[config.mk]
export PLATFORM = sky130hd
export DESIGN_NAME = i2c_stat_reg
export DESIGN_NICKNAME = d
export VERILOG_FILES = /design/src/rtl/i2c_stat_pkg.sv /design/src/rtl/stat_event_qual.sv /design/src/rtl/stat_clear_dec.sv /design/src/rtl/stat_flag_bank.sv /design/src/rtl/i2c_stat_reg.sv
export SDC_FILE = /design/constraint.sdc
export NUM_CORES = 1
export LEC_CHECK = 0
export BUFFER_PORTS_ARGS = -buffer_cell sky130_fd_sc_hd__buf_2
export CORE_AREA = 2 2 39 41
export DETAILED_ROUTE_END_ITERATION = 8
export DIE_AREA = 0 0 41 43
export GPL_TIMING_DRIVEN = 0
export PLACE_DENSITY = 0.67
export SETUP_SLACK_MARGIN = 0.15
export SYNTH_ARGS = -nofsm -noshare
export SYNTH_HDL_FRONTEND = slang
export SYNTH_HIERARCHICAL = 1
export SYNTH_SLANG_ARGS = --single-unit
[constraint.sdc]
create_clock -name clk -period 1.12 [get_ports clk]
set_input_delay 0.056 -clock clk [delete_from_list [all_inputs] [get_ports clk]]
set_output_delay 0.056 -clock clk [all_outputs]
set_load 0.03 [all_outputs]
[src/rtl/i2c_stat_pkg.sv]
// Package: shared constants for the status flag register.
// Flag index i maps to status bit FLAG_LSB + i; the bit positions are
// fixed because software decodes them.
package i2c_stat_pkg;
    localparam int NFLAG    = 5;
    localparam int FLAG_LSB = 3;
    localparam int STAT_W   = FLAG_LSB + NFLAG;

    // flag indices
    localparam int F_STALL = 0;
    localparam int F_NAK   = 1;
    localparam int F_BERR  = 2;
    localparam int F_DRDY  = 3;
    localparam int F_SSTOP = 4;

    // flags clearable by writing 1 to the status register
    localparam logic [NFLAG-1:0] W1C_MASK = 5'b10111;
endpackage

[src/rtl/stat_event_qual.sv]
// Module: stat_event_qual
// Turns raw bus-engine strobes into per-flag set requests.
// Assumes strobes are one cycle wide and slv_match is a level that the
// engine holds for the duration of a matched slave transfer.
module stat_event_qual
    import i2c_stat_pkg::*;
(
    input  logic             clk,
    input  logic             rst_n,
    input  logic             mod_en,
    input  logic             stall_en,
    input  logic             is_master,
    input  logic             ev_addr_sent,
    input  logic             ev_nak,
    input  logic             ev_berr,
    input  logic             ev_byte_done,
    input  logic             ev_stop,
    input  logic             slv_match,
    output logic [NFLAG-1:0] set_vec
);
    logic match_seen;

    // Remembers that the current transfer was a matched slave transfer.
    always_ff @(posedge clk) begin
        if (!rst_n || !mod_en) begin
            match_seen <= 1'b0;
        end else if (ev_stop) begin
            match_seen <= 1'b0;
        end else if (slv_match) begin
            match_seen <= 1'b1;
        end
    end

    // Qualifies each strobe into a set request for its flag.
    always_comb begin
        set_vec          = '0;
        set_vec[F_STALL] = ev_addr_sent && is_master && stall_en && !ev_nak && !ev_berr;
        set_vec[F_NAK]   = ev_nak;
        set_vec[F_BERR]  = ev_berr;
        set_vec[F_DRDY]  = ev_byte_done && !ev_nak;
        set_vec[F_SSTOP] = ev_stop && (match_seen || slv_match);
    end
endmodule

[src/rtl/stat_clear_dec.sv]
// Module: stat_clear_dec
// Decodes CPU accesses and control levels into per-flag clear and
// force-clear requests. Purely combinational.
// Assumes at most one of cpu_sel_stat / cpu_sel_data is active at a time.
module stat_clear_dec
    import i2c_stat_pkg::*;
(
    input  logic              mod_en,
    input  logic              stall_en,
    input  logic              start_req,
    input  logic              xmit_mode,
    input  logic              cpu_wr,
    input  logic              cpu_rd,
    input  logic              cpu_sel_stat,
    input  logic              cpu_sel_data,
    input  logic [STAT_W-1:0] cpu_wdata,
    output logic [NFLAG-1:0]  clr_vec,
    output logic [NFLAG-1:0]  frc_vec
);
    logic wr_stat;
    logic drdy_rd_clr;
    logic drdy_wr_clr;
    logic unused_wbits;

    assign wr_stat      = cpu_wr && cpu_sel_stat;
    assign drdy_rd_clr  = cpu_rd && cpu_sel_data && !xmit_mode && !start_req;
    assign drdy_wr_clr  = cpu_wr && cpu_sel_data && xmit_mode;
    assign unused_wbits = ^cpu_wdata[FLAG_LSB-1:0];

    // One clear term per flag: write-one-to-clear or data-register access.
    for (genvar i = 0; i < NFLAG; i++) begin : g_clr
        if (W1C_MASK[i]) begin : g_w1c
            assign clr_vec[i] = wr_stat && cpu_wdata[FLAG_LSB+i];
        end else begin : g_data
            assign clr_vec[i] = drdy_rd_clr || drdy_wr_clr;
        end
    end

    // Force-clear: disable clears everything; stall-enable gates the stall flag.
    always_comb begin
        frc_vec          = {NFLAG{!mod_en}};
        frc_vec[F_STALL] = !mod_en || !stall_en;
    end
endmodule

[src/rtl/stat_flag_bank.sv]
// Module: stat_flag_bank
// A bank of sticky flags. Per flag the priority is force-clear, then set,
// then clear, then hold. Set winning over clear is intentional.
module stat_flag_bank
    import i2c_stat_pkg::*;
(
    input  logic             clk,
    input  logic             rst_n,
    input  logic [NFLAG-1:0] set_vec,
    input  logic [NFLAG-1:0] clr_vec,
    input  logic [NFLAG-1:0] frc_vec,
    output logic [NFLAG-1:0] flags
);
    for (genvar i = 0; i < NFLAG; i++) begin : g_cell
        // Updates one flag with force > set > clear > hold priority.
        always_ff @(posedge clk) begin
            if (!rst_n || frc_vec[i]) begin
                flags[i] <= 1'b0;
            end else if (set_vec[i]) begin
                flags[i] <= 1'b1;
            end else if (clr_vec[i]) begin
                flags[i] <= 1'b0;
            end
        end
    end
endmodule

[src/rtl/i2c_stat_reg.sv]
// Module: i2c_stat_reg (top)
// Status flag register of a two-wire bus controller: collects engine
// events into sticky flags, applies CPU write-one-to-clear and data
// access clears, and drives the interrupt and clock-hold requests.
// Assumes a synchronous active-low reset and single-cycle event strobes.
module i2c_stat_reg
    import i2c_stat_pkg::*;
(
    input  logic              clk,
    input  logic              rst_n,
    input  logic              mod_en,
    input  logic              irq_en,
    input  logic              stall_en,
    input  logic              start_req,
    input  logic              is_master,
    input  logic              xmit_mode,
    input  logic              ev_addr_sent,
    input  logic              ev_nak,
    input  logic              ev_berr,
    input  logic              ev_byte_done,
    input  logic              ev_stop,
    input  logic              slv_match,
    input  logic              cpu_wr,
    input  logic              cpu_rd,
    input  logic              cpu_sel_stat,
    input  logic              cpu_sel_data,
    input  logic [STAT_W-1:0] cpu_wdata,
    output logic [STAT_W-1:0] stat_rdata,
    output logic              irq,
    output logic              scl_hold
);
    logic [NFLAG-1:0] set_vec;
    logic [NFLAG-1:0] clr_vec;
    logic [NFLAG-1:0] frc_vec;
    logic [NFLAG-1:0] flags;

    stat_event_qual u_qual (
        .clk          (clk),
        .rst_n        (rst_n),
        .mod_en       (mod_en),
        .stall_en     (stall_en),
        .is_master    (is_master),
        .ev_addr_sent (ev_addr_sent),
        .ev_nak       (ev_nak),
        .ev_berr      (ev_berr),
        .ev_byte_done (ev_byte_done),
        .ev_stop      (ev_stop),
        .slv_match    (slv_match),
        .set_vec      (set_vec)
    );

    stat_clear_dec u_dec (
        .mod_en       (mod_en),
        .stall_en     (stall_en),
        .start_req    (start_req),
        .xmit_mode    (xmit_mode),
        .cpu_wr       (cpu_wr),
        .cpu_rd       (cpu_rd),
        .cpu_sel_stat (cpu_sel_stat),
        .cpu_sel_data (cpu_sel_data),
        .cpu_wdata    (cpu_wdata),
        .clr_vec      (clr_vec),
        .frc_vec      (frc_vec)
    );

    stat_flag_bank u_bank (
        .clk     (clk),
        .rst_n   (rst_n),
        .set_vec (set_vec),
        .clr_vec (clr_vec),
        .frc_vec (frc_vec),
        .flags   (flags)
    );

    // Status byte: flags in the upper bits, reserved low bits read zero.
    assign stat_rdata = {flags, {FLAG_LSB{1'b0}}};
    // Interrupt request: any set flag, gated by the enable.
    assign irq        = irq_en && (|flags);
    // Clock hold follows the stall flag.
    assign scl_hold   = flags[F_STALL];
endmodule

Word level (Yosys, flattened, before mapping)
Index checks and enable logic that the tools add are counted.
- bitwise operators: 0
- multipliers: 0
- muxes and demuxes: 10
- order comparisons: 0
- eq/ne operators: 0
- $add $sub $neg: 0
- reductions and logical operators: 36
- divide/modulo/power cells: 0
- shift operators: 0
- operators with widths (operator ; number):
    $logic_and 1x1->1 ; 17
    $mux 1 ; 10
    $reduce_bool 2->1 ; 5
    $logic_not 1->1 ; 7
    $logic_or 1x1->1 ; 5
    $reduce_or 5->1 ; 1
    $reduce_or 2->1 ; 1
- input port bits: 26
- bits in latches: 0
- bits in writable memories: 0
- word-level logic and storage cells: 52
- memories: 0
- bits in registers: 6
- output and inout bits: 10
- ROM bits: 0

Logic depth before layout (Yosys ltp)
Gate-level depths: netlist of the first run.
- word-level depth: 6
- mapped depth: 4
- gate-level depth less buffers: 4

By module
Netlist of the first run, hierarchy kept.
- modules (own cells, without submodules) (module ; sequential area each (µm²) ; times used ; area each (µm²) ; cells each):
    stat_flag_bank ; 100.1 ; 1 ; 200.2 ; 20
    stat_clear_dec ; 0.0 ; 1 ; 76.3 ; 12
    stat_event_qual ; 20.0 ; 1 ; 75.1 ; 9
    i2c_stat_reg ; 0.0 ; 1 ; 48.8 ; 7

Least setup slack after synthesis of the first run
No wires, ideal clock.
- path type: register to output
- start: register u_bank.flags[0]
- end: output port irq
- stages on the path, launching flop included: 3
- arrival: 1220 ps
- path buffers: 0
- setup slack: -156 ps
- data required time: 1064 ps
- path through: dfxtp_1 -> or4_1 -> o21a_1
- longest elaborated chain between the ends: 2
- RTL lines (element ; line ; text):
    from (decl) ; stat_flag_bank.sv:12 ; output logic [NFLAG-1:0] flags
    from (signal, indexed assignment) ; stat_flag_bank.sv:18 ; flags[i] <= 1'b0;
    from (signal, indexed assignment) ; stat_flag_bank.sv:20 ; flags[i] <= 1'b1;
    from (signal, indexed assignment) ; stat_flag_bank.sv:22 ; flags[i] <= 1'b0;
    $reduce_or 5->1 ; i2c_stat_reg.sv:78 ; assign irq = irq_en && (|flags);
    $logic_and 1x1->1 ; i2c_stat_reg.sv:78 ;
    to (decl) ; i2c_stat_reg.sv:29 ; output logic irq,
Every way passes these cells.

Worst setup path after layout of the first run
Same ends and word-level chain as after synthesis.

==> results of run 1 <==
[worst max-delay path, stage by stage, from the launching register on]
cell,delay [ns]
dfxtp_2,0.31
or4_4,0.53
o21a_4,0.21
buf_6,0.13
[final timing paths]
path | from | end | slack (ns) | depth (start not counted)
worst max-delay path | u_bank/flags[0]$_SDFFE_PP0P_ | irq | -0.35 | 3
worst min-delay path | slv_match | u_qual/match_seen$_SDFFE_PP0P_ | 0.09 | 3
worst max register to register | u_bank/flags[0]$_SDFFE_PP0P_ | u_bank/flags[0]$_SDFFE_PP0P_ | 0.14 | 4
worst min register to register | u_qual/match_seen$_SDFFE_PP0P_ | u_qual/match_seen$_SDFFE_PP0P_ | 0.53 | 2
[Yosys cell counts]
master,n
buf_4,9
or4_1,1
dfxtp_1,6
o211a_1,5
and2b_2,1
nor2b_1,5
and3_1,4
conb_1,1
o21a_1,2
o211ai_1,1
nor2_1,2
nand2_1,2
nand3_1,1
and4_1,1
o31ai_2,1
inv_1,6
[registers in the layout (all words and copies together) (netlist names)]
signal             cells
u_bank/flags           5
u_qual/match_seen      1
[cell type report]
class                      instances  area share, %
multi-input combinational         29           32.8
tap                               16           3.04
sequential                         6           18.6
clock buffer                       3           3.42
timing repair buffer              31           28.5
buffer                             9           10.2
inverter                           6           3.42
[kinds of logic (layout without fill, tap and decap cells)]
logic type	after synthesis	after routing	synth area share, %
AO/OA/AOI/OAI	9	9	21.2
other	1	3	0.937
buffers and inverters	15	49	22.5
flip-flops	6	6	30.0
AND/OR/NAND/NOR	17	17	25.3
[through the flow]
stage | hold slack [ns] | area [µm²] | setup WS, ns | setup TNS, ns | total power [W]
floorplan | 0.128 | 418 | -0.0788 | -0.0788 | 0.000319
finish | 0.0852 | 659 | -0.354 | -0.354 | 0.000587
CTS | 0.0851 | 634 | -0.370 | -0.370 | 0.000595
global route | 0.0993 | 659 | -0.387 | -0.391 | 0.000620
global placement | 0.228 | 578 | -0.157 | -0.157 | 0.000376
detailed placement | 0.241 | 578 | -0.166 | -0.166 | 0.000378
[timing repair]
action | in CTS | in global routing
setup buffers | 1 | 1
pin swaps | 0 | 1
setup endpoints to repair | 1 | 2
resized for setup | 5 | 6
endpoints found under the hold margin | 1 | 0
hold buffers | 1 | 0
[per-layer routing]
| metal | global-route usage [%] | up-vias |
|---|---|---|
| li1 | - | 225 |
| met1 | 14.9 | 172 |
| met2 | 16.9 | 17 |
| met3 | 1.57 | 2 |
| met4 | 8.00 | 0 |
| met5 | 0 | - |
[power by group]
part / switching, W / internal, W / total, W
registers: 0.00000489 / 0.000222 / 0.000227
clock network: 0.0000811 / 0.000121 / 0.000203
logic: 0.0000748 / 0.0000831 / 0.000158
total: 0.000161 / 0.000426 / 0.000587
==> results.yml, run 1 <==
floorplan:
  dieArea_um2: 1760
  fp.dieW_um: 41
  core-area_um2: 1380
  start_util_pct: 28.9
  fp-row-count: 14
  die_height_um: 43
  num_io_pins: 36
sta:
  fmax_ghz: 0.678
  finClkSkew_ns: 0.00222
  hold_viol_final: 0
  setup_viol: 1
  post-route-min-period_ns: 1.47
  finalCritPeriodShare_pct: 132
  rsz0062_at_grt: "true"
  slew_viol_final: 0
  worst_slack_ns: -0.354
synthesis:
  ys_types: 16
  yosys_register_bits: 6
  yosys.area.top_type: "dfxtp_1"
  synth.top_cell.area_share_pct: 30.0
  yosysWarnings: 6
  syn_avg_cell_area_um2: 8.34
  seq_area_frac_synth_pct: 30.0
  netlist_instances: 48
  ys_top_cells_by_area: "dfxtp_1, buf_4, o211a_1"
  netlist_area_um2: 400
drt:
  dr.first_iter.drc_count: 2
  routedWlPerCell_um: 9.39
  vias: 416
  avgViaCountPerCell: 4.16
  wl_met2_um: 468
  remaining_drc_errors: 0
  wl_um: 939
  dr.max_layer_used: "met4"
  drt_pass1_iterations: 2
  wl_met1_um: 395
  dr_wl_met3_um: 72
  antenna_left: 0
critical_path:
  arrival_ns: 1.42
  criticalPathCategory: "flip-flop to primary output"
  worstSetupEndpointType: "primary output"
  crit_path_max_fanout: 2
  startpoint_type: "flip-flop"
  cp_data_required_time_ns: 1.06
cts:
  cts_root_buf: "clkbuf_4"
  clk_pin_slew_worst_paths_ns: 0.05
  insertion_delay_ns: 0.24
  cts_sinks: 6
  cts_max_path_buffers: 2
  cts_tree: "done"
  htreeDepth: 1
  cts_made_buffers: 3
global_routing:
  grt_usage_pct: 11.6
  grt_overflow_total: 0
  antenna_found_initial: 0
  grt_pass1_wl_um: 1400
  grt_max_degree: 7
  grt_pass1_vias: 369
placement:
  placed_cells: 94
  gp_congestion: 0.735
  place_hpwl_um: 771
  port_buffers: 28
run_status:
  status: "finished with violations"
  violations: "setup timing"
cells_and_area:
  fill_cells: 144
  area_delta_synth_final_pct: 64.7
  multiInputGateArea_um2: 216
  finalNonFillerCells: 100
  final_util_pct: 47.6
  antennaDiodeCount: 0
  final_common_cell: "buf_2"
  regArea_um2: 123
  drive_above_1_share_pct: 58.3
  final_cell_mix: "buf_2, buf_4, inv_1"
  fin_nets: 112
pwr:
  powerDensity_nw_per_um2: 890
  p_leak_nw: 0.432
  vdd_drop_max_mv: 0.466
worst_hold_path:
  hold_path.class: "primary input to flip-flop"
job:
  cap_violations: 0
Power figures use the tool's default switching activity.
==> inputs of run 2 (changes only) <==
==> constraint.sdc (replaced) <==
create_clock -name clk -period 1.12 [get_ports clk]
set_input_delay 0.224 -clock clk [delete_from_list [all_inputs] [get_ports clk]]
set_output_delay 0.224 -clock clk [all_outputs]
set_load 0.03 [all_outputs]
==> run 2 against run 1 <==
Net effect: sequential power is essentially flat; critical endpoint unchanged; highest routed layer unchanged; cell area grew 4.4%; the flow still finishes with violations (setup timing); via count up 1.2%.
==> results.yml, run 2 (synthesized netlist as in run 1, its figures left out) <==
cells_and_area:
  top_register: "u_bank/flags"
  final_common_cell: "buf_2"
  largest_reg_flops: 5
  finalNonFillerCells: 100
  fin_nets: 112
  area_delta_synth_final_pct: 71.9
  antennaDiodeCount: 0
  fill_cells: 139
  stdcell_area_um2: 688
  drive_above_1_share_pct: 61.9
  top_regs: "u_bank/flags: 5 flops, u_qual/match_seen: 1 flops"
  final_cell_mix: "buf_2, buf_4, buf_6"
sta:
  finClkSkew_ns: 0.00223
  slew_viol_final: 0
  fmax_ghz: 0.609
  setup_viol: 3
  rsz0062_at_grt: "true"
  finalCritPeriodShare_pct: 147
  worst_slack_ns: -0.523
  hold_viol_final: 0
  post-route-min-period_ns: 1.64
global_routing:
  grt_overflow_total: 0
  grt_pass1_wl_um: 1460
  grt_max_degree: 7
  grt_pass1_vias: 388
  antenna_found_initial: 0
  grt_usage_pct: 12.0
job:
  cap_violations: 0
critical_path:
  crit_path_max_fanout: 2
  cp_data_required_time_ns: 0.90
  slowest_delay_ns: 0.53
  worst-path-stages: 3
  arrival_ns: 1.42
  crit_chain: "or4_4 -> o21a_4 -> buf_6"
  critPathTopFamily: "simple AND/OR/NAND/NOR gates"
  crit_slowest_cell: "or4_4"
  r2r_slack_ns: 0.06
  criticalPathCategory: "flip-flop to primary output"
  startpoint_type: "flip-flop"
  r2r_cells: 5
  worstSetupEndpointType: "primary output"
  path_buf_inv: 1
floorplan:
  start_util_pct: 28.9
  num_io_pins: 36
  fp-row-count: 14
  die_height_um: 43
  dieArea_um2: 1760
  fp.dieW_um: 41
  core-area_um2: 1380
run_status:
  violations: "setup timing"
  status: "finished with violations"
cts:
  cts_sinks: 6
  cts_max_path_buffers: 2
  cts_made_buffers: 3
  cts_tree: "done"
  insertion_delay_ns: 0.24
  htreeDepth: 1
  postCtsHoldBufs: 0
  clk_pin_slew_worst_paths_ns: 0.05
  cts_root_buf: "clkbuf_4"
placement:
  place_hpwl_um: 771
  placed_cells: 94
  gp_congestion: 0.735
  place_ws_ns: -0.334
  dpl_cell_area_um2: 578
  port_buffers: 28
drt:
  wl_um: 944
  dr.first_iter.drc_count: 2
  vias: 421
  antenna_left: 0
  avgViaCountPerCell: 4.21
  remaining_drc_errors: 0
  drt_pass1_iterations: 2
  routedWlPerCell_um: 9.44
pwr:
  vdd_drop_max_mv: 0.467
  powerDensity_nw_per_um2: 863
  p_leak_nw: 0.438
worst_hold_path:
  hold_path.class: "primary input to flip-flop"
  hold_depth: 2
-- run 2: worst paths after layout --
path | end | start
worst min-delay path | u_qual/match_seen$_SDFFE_PP0P_ | ev_stop
worst max-delay path | irq | u_bank/flags[0]$_SDFFE_PP0P_
worst min register to register | u_qual/match_seen$_SDFFE_PP0P_ | u_qual/match_seen$_SDFFE_PP0P_
worst max register to register | u_bank/flags[0]$_SDFFE_PP0P_ | u_bank/flags[0]$_SDFFE_PP0P_
-- run 2: power breakdown --
part / switching [W] / internal, W
combinational: 0.0000746 / 0.0000879
clock: 0.0000810 / 0.000121
sequential: 0.00000630 / 0.000222
total: 0.000162 / 0.000432
-- run 2: worst reg2reg max path, cell delays in order (launching register included) --
cell and delay, ns:
dfxtp_2 0.32, buf_4 0.13, buf_6 0.10, buf_6 0.11, nor2b_4 0.11, o211a_1 0.19
-- run 2: cell type report --
type | count | area, µm² | share of cell area, %
inverter | 6 | 22.5 | 3.27
timing repair buffer | 31 | 214 | 31.1
clock buffer | 3 | 22.5 | 3.27
sequential | 6 | 125 | 18.2
tap | 16 | 20.0 | 2.91
buffer | 9 | 67.6 | 9.82
multi-input combinational | 29 | 216 | 31.5
-- run 2: what timing repair did --
item                                    CTS  global route
gates resized for setup                  17             4
pin swaps                                 1             1
endpoints found under the setup margin    7             6
setup buffers                             2             1
-- run 2: layer usage --
layer	part of all wire, %	vias up	track usage, %
met5	0	-	0
met4	0.42	0	8.00
met3	7.6	2	1.57
met2	50	17	17.8
met1	42	177	15.2
li1	-	225	-
-- run 2: per-stage QoR --
step	setup TNS, ns	power, W	hold slack [ns]	util, %
final	-0.886	0.000594	0.153	49.7
after floorplan	-0.247	0.000319	0.296	-
after global routing	-0.978	0.000626	0.160	49.7
after global placement	-0.325	0.000376	0.396	41.8
after detailed placement	-0.334	0.000378	0.409	41.8
after CTS	-0.712	0.000601	0.150	48.1
==> inputs of run 3 (changes only) <==
- ABC_CLOCK_PERIOD_IN_PS: default -> 1120
- TNS_END_PERCENT: default -> 20
==> run 3 against run 2 <==
Net effect: the run still ends with setup timing left; sequential share of layout area grew 1.0 points; critical path type unchanged; largest cell class unchanged; utilization shrank 2.6 points; sequential power is essentially flat; critical endpoint unchanged; hold slack is the same; die area is the same.
==> results.yml, run 3 (synthesized netlist as in run 1, its figures left out) <==
cts:
  htreeDepth: 1
  cts_root_buf: "clkbuf_4"
  cts_max_path_buffers: 2
  clk_pin_slew_worst_paths_ns: 0.05
  insertion_delay_ns: 0.24
  cts_tree: "done"
  cts_sinks: 6
  cts_made_buffers: 3
critical_path:
  cp_data_required_time_ns: 0.90
  crit_path_start: "u_bank/flags[4]$_SDFFE_PP0P_"
  slowest_delay_ns: 0.51
  r2r_start: "u_bank/flags[0]$_SDFFE_PP0P_"
  startpoint_type: "flip-flop"
  crit_path_max_fanout: 3
  worstSetupEndpointType: "primary output"
  crit_slowest_cell: "or4_4"
  crit_chain: "or4_4 -> o21a_4 -> buf_6"
  arrival_ns: 1.42
  criticalPathCategory: "flip-flop to primary output"
sta:
  slew_viol_final: 0
  finClkSkew_ns: 0.00223
  worst_slack_ns: -0.522
  post-route-min-period_ns: 1.64
  finalCritPeriodShare_pct: 147
  setup_viol: 2
  fmax_ghz: 0.609
  hold_viol_final: 0
  rsz0062_at_grt: "true"
drt:
  remaining_drc_errors: 0
  antenna_left: 0
  dr_wl_met3_um: 72
  wl_met1_um: 385
  drt_pass1_iterations: 2
  routedWlPerCell_um: 9.36
  wl_um: 917
  avgViaCountPerCell: 4.18
  dr.first_iter.drc_count: 2
  dr.max_layer_used: "met4"
  wl_met2_um: 454
  vias: 410
floorplan:
  start_util_pct: 28.9
  num_io_pins: 36
  fp.dieW_um: 41
  fp-row-count: 14
  dieArea_um2: 1760
  core-area_um2: 1380
  die_height_um: 43
placement:
  place_ws_ns: -0.334
  port_buffers: 28
  gp_congestion: 0.735
  place_hpwl_um: 771
  placed_cells: 94
cells_and_area:
  area_delta_synth_final_pct: 62.8
  drive_above_1_share_pct: 59.8
  finalNonFillerCells: 98
  top_register: "u_bank/flags"
  top_regs: "u_bank/flags: 5 flops, u_qual/match_seen: 1 flops"
  final_util_pct: 47.1
  final_common_cell: "buf_2"
  largest_reg_flops: 5
  fin_nets: 110
  final_cell_mix: "buf_2, buf_4, buf_6, inv_1"
  antennaDiodeCount: 0
job:
  cap_violations: 0
global_routing:
  grt_usage_pct: 11.6
  antenna_found_initial: 0
  grt_overflow_total: 0
  grt_pass1_vias: 369
  grt_pass1_wl_um: 1400
  grt_max_degree: 7
run_status:
  status: "finished with violations"
  violations: "setup timing"
pwr:
  powerDensity_nw_per_um2: 908
  vdd_drop_max_mv: 0.488
  p_leak_nw: 0.425
worst_hold_path:
  hold_path.class: "primary input to flip-flop"
  hold_start: "ev_stop"
run 3: stage by stage:
step	power, W	cell area, µm²	hold slack (ns)	TNS (ns)
after global routing	0.000624	652	0.160	-0.619
after detailed placement	0.000378	578	0.409	-0.334
after global placement	0.000376	578	0.396	-0.325
after CTS	0.000600	648	0.150	-0.586
final	0.000592	652	0.153	-0.557
after floorplan	0.000319	418	0.296	-0.247
run 3: final cells by class:
type	count	area, µm²
well taps	16	20.0
plain buffers	9	67.6
fillers	140	732
multi-input cells	29	209
clock buffers	3	22.5
flip-flops and latches	6	125
repair buffers	29	185
inverters	6	22.5
run 3: metal layers:
metal  up-vias  global-route usage [%]
met3         2                    1.57
met1       170                    14.9
met5         -                       0
li1        221                       -
met2        17                    16.9
met4         0                    8.00
run 3: timing repair:
action / 4_1_cts / 5_1_grt
endpoints found under the setup margin: 7 / 5
hold endpoints to repair: 0 / 0
gates resized for setup: 14 / 1
hold buffers: 0 / 0
setup buffers: 1 / 0
run 3: where the power goes:
group | leakage [nW] | total (W) | internal (W) | switching [W]
combinational | 0.360 | 0.000161 | 0.0000871 | 0.0000736
sequential | 0.0507 | 0.000229 | 0.000222 | 0.00000630
clock | 0.0138 | 0.000202 | 0.000121 | 0.0000810
run 3: path summary, 6_finish.rpt:
check	slack, ns	cells after the start	endpoint
setup / recovery	-0.52	3	irq
hold reg to reg	0.53	2	u_qual/match_seen$_SDFFE_PP0P_
hold / removal	0.15	2	u_qual/match_seen$_SDFFE_PP0P_
setup reg to reg	0.25	3	u_bank/flags[0]$_SDFFE_PP0P_
run 3: critical path, delay by kind of cell, from the launching register on:
| kind | cells | cell delay, ns |
|---|---|---|
| AND/OR/NAND/NOR | 1 | 0.51 |
| AO/OA/AOI/OAI | 1 | 0.21 |
| buffers and inverters | 1 | 0.13 |
| flip-flops | 1 | 0.33 |
